[src/rtl/irq_pkg.sv]
package irq_pkg;
  typedef enum logic [1:0] {
    K_IDLE   = 2'd0,
    K_STATUS = 2'd1,
    K_RDDATA = 2'd2
  } pres_kind_e;
endpackage

[src/rtl/irq_pend_bank.sv]
module irq_pend_bank #(
  parameter int NSRC = 6,
  parameter int DW   = 8,
  parameter int LSB  = 2
) (
  input  logic            clk,
  input  logic            rst_n,
  input  logic [NSRC-1:0] evt,
  input  logic [DW-1:0]   en,
  input  logic [DW-1:0]   clr,
  output logic [DW-1:0]   pend
);
  for (genvar i = 0; i < DW; i++) begin : g_bit
    if (i >= LSB && i < LSB + NSRC) begin : g_src
      localparam int K = i - LSB;
      logic hit;
      assign hit = evt[K] & en[i];
      always_ff @(posedge clk) begin
        if (!rst_n)     pend[i] <= 1'b0;
        else if (hit)   pend[i] <= 1'b1;
        else if (clr[i]) pend[i] <= 1'b0;
      end
      // an enabled pulse is never lost, even against a clear
      p_capture_r4: assert property (@(posedge clk) disable iff (!rst_n)
        (evt[K] && en[i]) |=> pend[i]);
    end else begin : g_rsv
      logic unused_bit;
      assign unused_bit = clr[i] ^ en[i];
      assign pend[i] = 1'b0;
    end
  end
endmodule

[src/rtl/irq_prio_pick.sv]
module irq_prio_pick #(
  parameter int W = 8
) (
  input  logic [W-1:0] vec,
  output logic [W-1:0] grant
);
  always_comb begin
    grant = '0;
    for (int i = 0; i < W; i++) begin
      if (vec[i]) begin
        grant    = '0;
        grant[i] = 1'b1;
      end
    end
  end
endmodule

[src/rtl/irq_status_ctrl.sv]
module irq_status_ctrl #(
  parameter int NSRC = 6,
  parameter int DW   = 8,
  parameter int LSB  = 2
) (
  input  logic            clk,
  input  logic            rst_n,
  input  logic [NSRC-1:0] src_evt,
  input  logic [DW-1:0]   irq_en,
  input  logic            rd_stb,
  input  logic            rd_req,
  input  logic            rd_done,
  input  logic [DW-1:0]   reg_rdata,
  output logic            irq_n,
  output logic [DW-1:0]   data_out
);
  import irq_pkg::*;

  localparam logic [DW-1:0] LO_MASK = DW'((1 << LSB) - 1);

  pres_kind_e    kind_q;
  logic [DW-1:0] pres_q;
  logic [DW-1:0] rdat_q;
  logic          busy_q;
  logic          dr_q;
  logic [DW-1:0] pend;
  logic [DW-1:0] sel;
  logic [DW-1:0] clr;
  logic          sel_go;

  irq_pend_bank #(.NSRC(NSRC), .DW(DW), .LSB(LSB)) u_bank (
    .clk  (clk),
    .rst_n(rst_n),
    .evt  (src_evt),
    .en   (irq_en),
    .clr  (clr),
    .pend (pend)
  );

  irq_prio_pick #(.W(DW)) u_pick (
    .vec  (pend),
    .grant(sel)
  );

  assign sel_go = (kind_q == K_IDLE) && !dr_q && !busy_q && !rd_req && (|pend);
  assign clr    = sel_go ? sel : '0;

  always_ff @(posedge clk) begin
    if (!rst_n) begin
      kind_q <= K_IDLE;
      pres_q <= '0;
      rdat_q <= '0;
      busy_q <= 1'b0;
      dr_q   <= 1'b0;
    end else begin
      if (rd_req && !busy_q) busy_q <= 1'b1;
      if (rd_done && busy_q && !dr_q) begin
        dr_q   <= 1'b1;
        rdat_q <= reg_rdata;
      end
      case (kind_q)
        K_IDLE: begin
          if (dr_q) kind_q <= K_RDDATA;
          else if (sel_go) begin
            kind_q <= K_STATUS;
            pres_q <= sel;
          end
        end
        K_STATUS: if (rd_stb) kind_q <= K_IDLE;
        K_RDDATA: begin
          if (rd_stb) begin
            kind_q <= K_IDLE;
            busy_q <= 1'b0;
            dr_q   <= 1'b0;
          end
        end
        default: kind_q <= K_IDLE;
      endcase
    end
  end

  assign irq_n = (kind_q == K_IDLE);

  always_comb begin
    case (kind_q)
      K_STATUS: data_out = pres_q;
      K_RDDATA: data_out = rdat_q;
      default:  data_out = '0;
    endcase
  end

  logic [DW-1:0] hi_mask;
  assign hi_mask = ~((pres_q << 1) - DW'(1));

  p_onehot_r2: assert property (@(posedge clk) disable iff (!rst_n)
    (kind_q == K_STATUS) |-> ($onehot(data_out) && ((data_out & LO_MASK) == '0)));

  p_clear_on_read_r5: assert property (@(posedge clk) disable iff (!rst_n)
    (!irq_n && rd_stb) |=> irq_n);

  p_highest_first_r7: assert property (@(posedge clk) disable iff (!rst_n)
    (kind_q == K_STATUS && $past(kind_q) != K_STATUS) |-> (($past(pend) & hi_mask) == '0));

  p_hold_read_r9: assert property (@(posedge clk) disable iff (!rst_n)
    (kind_q == K_IDLE && busy_q) |=> (kind_q != K_STATUS));
endmodule

[config.mk]
export PLATFORM = sky130hd
export DESIGN_NAME = irq_status_ctrl
export DESIGN_NICKNAME = d
export VERILOG_FILES = /design/src/rtl/irq_pkg.sv /design/src/rtl/irq_pend_bank.sv /design/src/rtl/irq_prio_pick.sv /design/src/rtl/irq_status_ctrl.sv
export SDC_FILE = /design/constraint.sdc
export NUM_CORES = 1
export LEC_CHECK = 0
export ABC_CLOCK_PERIOD_IN_PS = 2300
export BUFFER_PORTS_ARGS = -buffer_cell sky130_fd_sc_hd__buf_2
export CORE_MARGIN = 3
export CORE_UTILIZATION = 52
export CTS_CLUSTER_SIZE = 12
export DETAILED_ROUTE_END_ITERATION = 8
export PLACE_DENSITY_LB_ADDON = 0.2
export SETUP_SLACK_MARGIN = 0.3
export SLEW_MARGIN = 20
export SYNTH_ARGS = -nofsm -noshare
export SYNTH_HDL_FRONTEND = slang
export SYNTH_SLANG_ARGS = --single-unit
[constraint.sdc]
create_clock -name clk -period 2.3 [get_ports clk]
set_input_delay 0.69 -clock clk [delete_from_list [all_inputs] [get_ports clk]]
set_output_delay 0.69 -clock clk [all_outputs]
set_load 0.01 [all_outputs]
==> results.md, run 1 <==
- Initial core utilization: between 50% and 60%
- Clock root cell: clkbuf_4
- Mapped cell area: approximately 1200 µm²
- Sw power: 267 µW
- Clock latency on the worst-skew pair: between 300 and 400 ps
- Remaining Overflow, GRT: 0
- RSZ-0062 raised after global routing: true
- Die extent in x: 53.9 µm
- Critical Path Sink Type: output pin
- Post-synth net total: between 150 and 200
- FF+latch count, synth: 24
- Initial antenna violation count: 0
- Post-synthesis sequential area ratio: between 40% and 50%
- Clk sinks: 24
- Part of the cycle the worst path needs: between 80 and 90%
- Max Slew Vio Count: 0
- Reg clk slew, reported paths: between 100 and 150 ps
- Pleak: between 0.6 and 0.7 nW
- Post-DP HPWL: 1.90 mm
- Avg WL per Cell: between 10 and 15 µm
- Compound-Gate Fraction of Synth Area: between 10 and 15%
- Pint: just over 700 µW
- CTS tree: yes
- Number of global-route vias before repair: roughly 1,000
- Slew HR: 63.0%
- Core Area: approximately 2100 µm²
- Max Fclk: about 490 MHz
- Cell count after synthesis: between 100 and 150
- Die area: 2910 µm²
- Tmin final: slightly above 2000 ps
- Total global-route track usage: roughly 20%
- Setup-failing EPs final: 0
- Hold WC Path Type: register to register
- Main combinational cell family by area after synthesis: simple AND/OR/NAND/NOR gates
- R2R cell count: 5
- Final Worst Setup Slack: around 250 ps
- IR drop worst, VDD: roughly 0.57 mV
- Final RePlAce weighted congestion: between 0.8 and 0.9
- Status: finished, final reports clean
- Max H-tree Level: 1
- Yosys cell types: 35
- Synth Area per Inst: roughly 9.1 µm²
- Routed WL: 2.74 mm
- Worst Skew: ~9 ps
- IO Pins: 36
- Synth-to-Final Area Change: 26.9%
- Kind of critical path: register to output pin
- Post-synthesis mux area share: roughly 6.7%
- Pwr/cell area: 654 nW/µm²
- Post-place setup slack: roughly 440 ps
- Commonest non-fill, non-tap cell in the layout: buf_2
- Worst Path Max Fanout: 9
- Drt first pass iters: 5
- Required time of the critical path: 1610 ps
- Simple-gate share of the synthesized area: roughly 32%
- Max-Cap Viols: 0
- Seq pwr share: between 40% and 50%
- Largest net degree at the start of global routing: 37
- Vias/cell: between 5 and 6
- Hold path cells: 2
- XOR/XNOR share of the synthesized area: 0%
- WP data arrival: ~1400 ps
- Diodes inserted: 0
- Clock buffer count from CTS: 3
- Setup TNS: 0 ps
- Clock buffer depth: 2
- Clock Power Share: between 30% and 40%
- Switch share: approximately 27%
- First-pass GRT wire length: approximately 4.3 mm
- YS warnings: 0
- Die Y: around 54 µm
- R2R setup slack: about 700 ps
- Final net count: 196
- Post-route DRC violation count: 0
- Logic pwr share: about a fifth
- Tot Pwr: a little under 1 mW
- Antenna Violating Nets Remaining: 0
- Share of cells above drive strength 1: 37.0%
- Most frequent cells in the layout: buf_2, dfxtp_1, nor2b_1
- Fin. Hold Viols: 0
- Site Rows: 16
- Adder-cell area share of the yosys netlist: under 10%
- Number of port buffers: 33
- Critical Path Source Type: register
- DRT iter0 DRCs: 12
- Tightest Pin Transition: ~550 ps
- Via count: ~1,100
- Fin util: between 70% and 80%
- CTS Hold Buffers Added: 0
-- routing by layer --
| layer | track usage, % | up-vias | part of all wire [%] | routed length [µm] |
|---|---|---|---|---|
| met1 | 24.9 | 516 | 43 | 1190 |
| met3 | 2.77 | 5 | 3.8 | 104 |
| met5 | 0 | - | 0 | 0 |
| met4 | 8.09 | 0 | 1.2 | 34 |
| li1 | - | 548 | - | - |
| met2 | 36.3 | 26 | 51 | 1410 |
-- state kept, by name, indices dropped and copies added (netlist names) --
signal and flops:
busy_q 1, pres_q 6, u_bank.pend 6, rdat_q 8
dr_q 1, kind_q 2
-- synth_stat cells --
cell type  count  area, µm²
buf_1          1       3.75
nor3_1         2       10.0
o31ai_2        1       12.5
nand4b_1       3       26.3
o21a_1         1       7.51
or4_1          1       7.51
mux2i_1        8       80.1
a211oi_2       1       12.5
a31o_2         1       8.76
a21boi_1       1       7.51
clkbuf_1       4       15.0
nand3b_1       1       7.51
o311ai_1       1       8.76
and3b_1        1       8.76
nor4_2         1       12.5
nand2b_1       2       12.5
dfxtp_1       24        480
nor2_1         6       22.5
a21oi_1        5       25.0
and2_1         2       12.5
nand2_1        7       26.3
o21ai_0        3       15.0
nor2b_1       16        100
buf_2          2       10.0
ha_1           3       37.5
buf_6          1       11.3
nor4_1         1       6.26
a22oi_1        7       52.6
o211ai_1       1       7.51
nor4b_2        1       15.0
or4b_4         1       13.8
inv_1          2       7.51
nand3_1       13       65.1
nand4_1        6       37.5
a21boi_0       1       7.51
-- critical path, stage by stage (launching register included) --
cell     delay (ps)
dfxtp_2         350
buf_4           140
ha_4            200
a22oi_2         150
nor2b_2          60
buf_2           140
-- worst paths after layout --
kind | start | to
worst min-delay path | pres_q[6] | pres_q[6]
worst max-delay path | kind_q[1] | data_out[2]
worst min register to register | pres_q[6] | pres_q[6]
worst max register to register | kind_q[0] | u_bank.pend[2]
-- through the flow --
step / instance area [µm²] / hold WS, ps / cells
6_report: 1520 / 521 / 192
5_1_grt: 1520 / 549 / 192
4_1_cts: 1480 / 512 / 191
3_5_place_dp: 1360 / 490 / 185
3_3_place_gp: 1360 / 483 / 185
2_1_floorplan: 1190 / 465 / 132
-- power groups by stage --
stage | sequential, mW | clock, mW | combinational, mW
after detailed placement | 0.481 | 0 | 0.177
final | 0.478 | 0.304 | 0.210
after global routing | 0.483 | 0.331 | 0.233
after CTS | 0.475 | 0.313 | 0.202
after global placement | 0.479 | 0 | 0.171
after floorplan | 0.471 | 0 | 0.132
-- kinds of logic (layout without fill, tap and decap cells) --
logic type | count (synthesis) | count (layout)
flip-flops | 24 | 24
multiplexers | 8 | 8
AND/OR/NAND/NOR | 64 | 64
adder cells (fa/ha/maj) | 3 | 3
AO/OA/AOI/OAI | 23 | 23
buffers and inverters | 10 | 43
-- layout make-up --
type | count | area [µm²]
clock inverters | 1 | 30.0
well taps | 27 | 33.8
inverters | 2 | 12.5
clock buffers | 3 | 22.5
fillers | 177 | 546
repair buffers | 37 | 195
flip-flops and latches | 24 | 485
multi-input cells | 98 | 737
-- what timing repair did --
item                       4_1_cts  5_1_grt
pin swaps                        1        1
setup endpoints to repair        8        8
gates resized for setup         13        7
buffers inserted                 2        1
Note: power is estimated with default switching activity, not from simulation.
==> run 2: changes to the inputs <==
==> constraint.sdc (replaced) <==
create_clock -name clk -period 2.3 [get_ports clk]
set_input_delay 0.345 -clock clk [delete_from_list [all_inputs] [get_ports clk]]
set_output_delay 0.345 -clock clk [all_outputs]
set_load 0.01 [all_outputs]
==> run 2 against run 1 <==
Via count decreased by 2.6%; critical path depth unchanged; clock skew decreased by 5.7 ps; clock power about the same; sequential power decreased by 1%; sequential cell count unchanged; die area unchanged; total power decreased by 3.8%; combinational power decreased by 16%; cell area decreased by 6.8%; final cell count decreased by 1.6%; wire length decreased by 5.4%; largest power group unchanged.
==> results.md, run 2 (synthesized netlist as in run 1, its figures left out) <==
- Status: finished, final reports clean
- Reg clk slew, reported paths: 130 ps (about the same)
- Max-Cap Viols: 0 (unchanged)
- Die extent in x: 53.9 µm (unchanged)
- Tmin final: 1900 ps (-153 ps)
- Tightest Pin Transition: 589 ps (+38.5 ps)
- DRT iter0 DRCs: 13 (+1)
- Number of global-route vias before repair: 982 (-5.4%)
- Setup TNS: 0 ps (unchanged)
- Core Area: 2060 µm² (unchanged)
- IO Pins: 36 (unchanged)
- Post-DP HPWL: 1.89 mm (-0.80%)
- Worst Path Max Fanout: 9 (unchanged)
- Fin. Hold Viols: 0 (unchanged)
- Slew HR: 60.4% (-2.6 points)
- Final RePlAce weighted congestion: 0.879 (+0.78%)
- Clk sinks: 24 (unchanged)
- Via count: 1,066 (-2.6%)
- Remaining Overflow, GRT: 0 (unchanged)
- Site Rows: 16 (unchanged)
- Clock latency on the worst-skew pair: 320 ps (about the same)
- Max Fclk: 527 MHz (+8.1%)
- Pleak: 0.629 nW (-3.4%)
- PostCTS Resize Cnt: 0 (-13)
- R2R cell count: 5 (unchanged)
- IR drop worst, VDD: 0.501 mV (-12%)
- Max reg flops: 8 (unchanged)
- Required time of the critical path: 1960 ps (+350 ps)
- Max Slew Vio Count: 0 (unchanged)
- Antenna Violating Nets Remaining: 0 (unchanged)
- Die area: 2910 µm² (unchanged)
- Max H-tree Level: 1 (unchanged)
- Clock buffer depth: 2 (unchanged)
- Avg WL per Cell: 13.7 µm (-3.9%)
- Number of port buffers: 33 (unchanged)
- Clock root cell: clkbuf_4
- Worst Skew: 3.31 ps (-5.72 ps)
- Total global-route track usage: 20.0% (-0.56 points)
- Final net count: 193 (-1.5%)
- Post-route DRC violation count: 0 (unchanged)
- WP data arrival: 1550 ps (+190 ps)
- Most frequent cells in the layout: buf_2, dfxtp_1, nor2b_1
- RSZ-0062 raised after global routing: false
- First-pass GRT wire length: 4.20 mm (-3.3%)
- Initial core utilization: 57.9% (unchanged)
- Synth-to-Final Area Change: 18.3%
- Fin util: 68.6% (-5.0 points)
- Final Worst Setup Slack: 401 ps (+153 ps)
- Hold WC Path Type: input pin to register
- Hold path cells: 3 (+1)
- Drt first pass iters: 4 (-1)
- Die Y: 53.9 µm (unchanged)
- Vias/cell: 5.64 (-1.1%)
- Critical Path Sink Type: output pin
- Share of cells above drive strength 1: 27.2% (-9.8 points)
- Top Registers: rdat_q (8), pres_q (6), u_bank.pend (6)
- Kind of critical path: register to output pin
- Largest register by flop count: rdat_q
- Clock buffer count from CTS: 3 (unchanged)
- Post-place setup slack: 605 ps (+167 ps)
- Routed WL: 2.59 mm (-5.4%)
- Setup-failing EPs final: 0 (unchanged)
- Commonest non-fill, non-tap cell in the layout: buf_2
- Part of the cycle the worst path needs: 82.6% (-6.7 points)
- Largest net degree at the start of global routing: 37 (unchanged)
- Setup Fix Bufs, Post-CTS: 0 (-2)
- Pwr/cell area: 675 nW/µm² (+3.1%)
- CTS Hold Buffers Added: 0 (unchanged)
- Diodes inserted: 0 (unchanged)
- Critical Path Source Type: register
- Initial antenna violation count: 0 (unchanged)
- CTS tree: yes
run 2: cell type report:
type	instances	area, µm²
clock inverter	1	30.0
fill	168	648
clock buffer	3	22.5
sequential	24	480
timing repair buffer	34	173
inverter	2	7.51
multi-input combinational	98	667
tap	27	33.8
run 2: per-stage QoR:
step | power, mW | area, µm² | std cells | hold WS, ps
floorplan | 0.603 | 1190 | 132 | 465
global placement | 0.649 | 1360 | 185 | 483
detailed placement | 0.658 | 1360 | 185 | 489
CTS | 0.959 | 1410 | 189 | 237
global route | 1.00 | 1410 | 189 | 236
finish | 0.954 | 1410 | 189 | 239
run 2: path summary, 6_finish.rpt:
kind              from        endpoint  slack, ps
max reg2reg  kind_q[0]  u_bank.pend[2]        580
max          kind_q[0]     data_out[5]        400
min reg2reg  pres_q[6]       pres_q[6]        500
min          irq_en[5]  u_bank.pend[5]        240
run 2: critical path, stage by stage, from the launching register on:
cell and delay, ps:
dfxtp_1 340, inv_1 110, ha_1 380, a22oi_1 120, nor2b_1 140, buf_2 140
run 2: power by group:
group          total (mW)  switching, mW  leakage (nW)  internal [mW]
clock network       0.305          0.129        0.0279          0.176
logic               0.177         0.0943         0.404         0.0832
registers           0.472         0.0292         0.196          0.443
run 2: metal layers:
metal  track usage [%]  part of all wire (%)  vias to the layer above
met1              25.1                    45                      491
met3              3.05                   3.9                        7
met2              33.3                    49                       27
li1                  -                     -                      541
met5                 0                     0                        -
met4              9.36                   2.2                        0
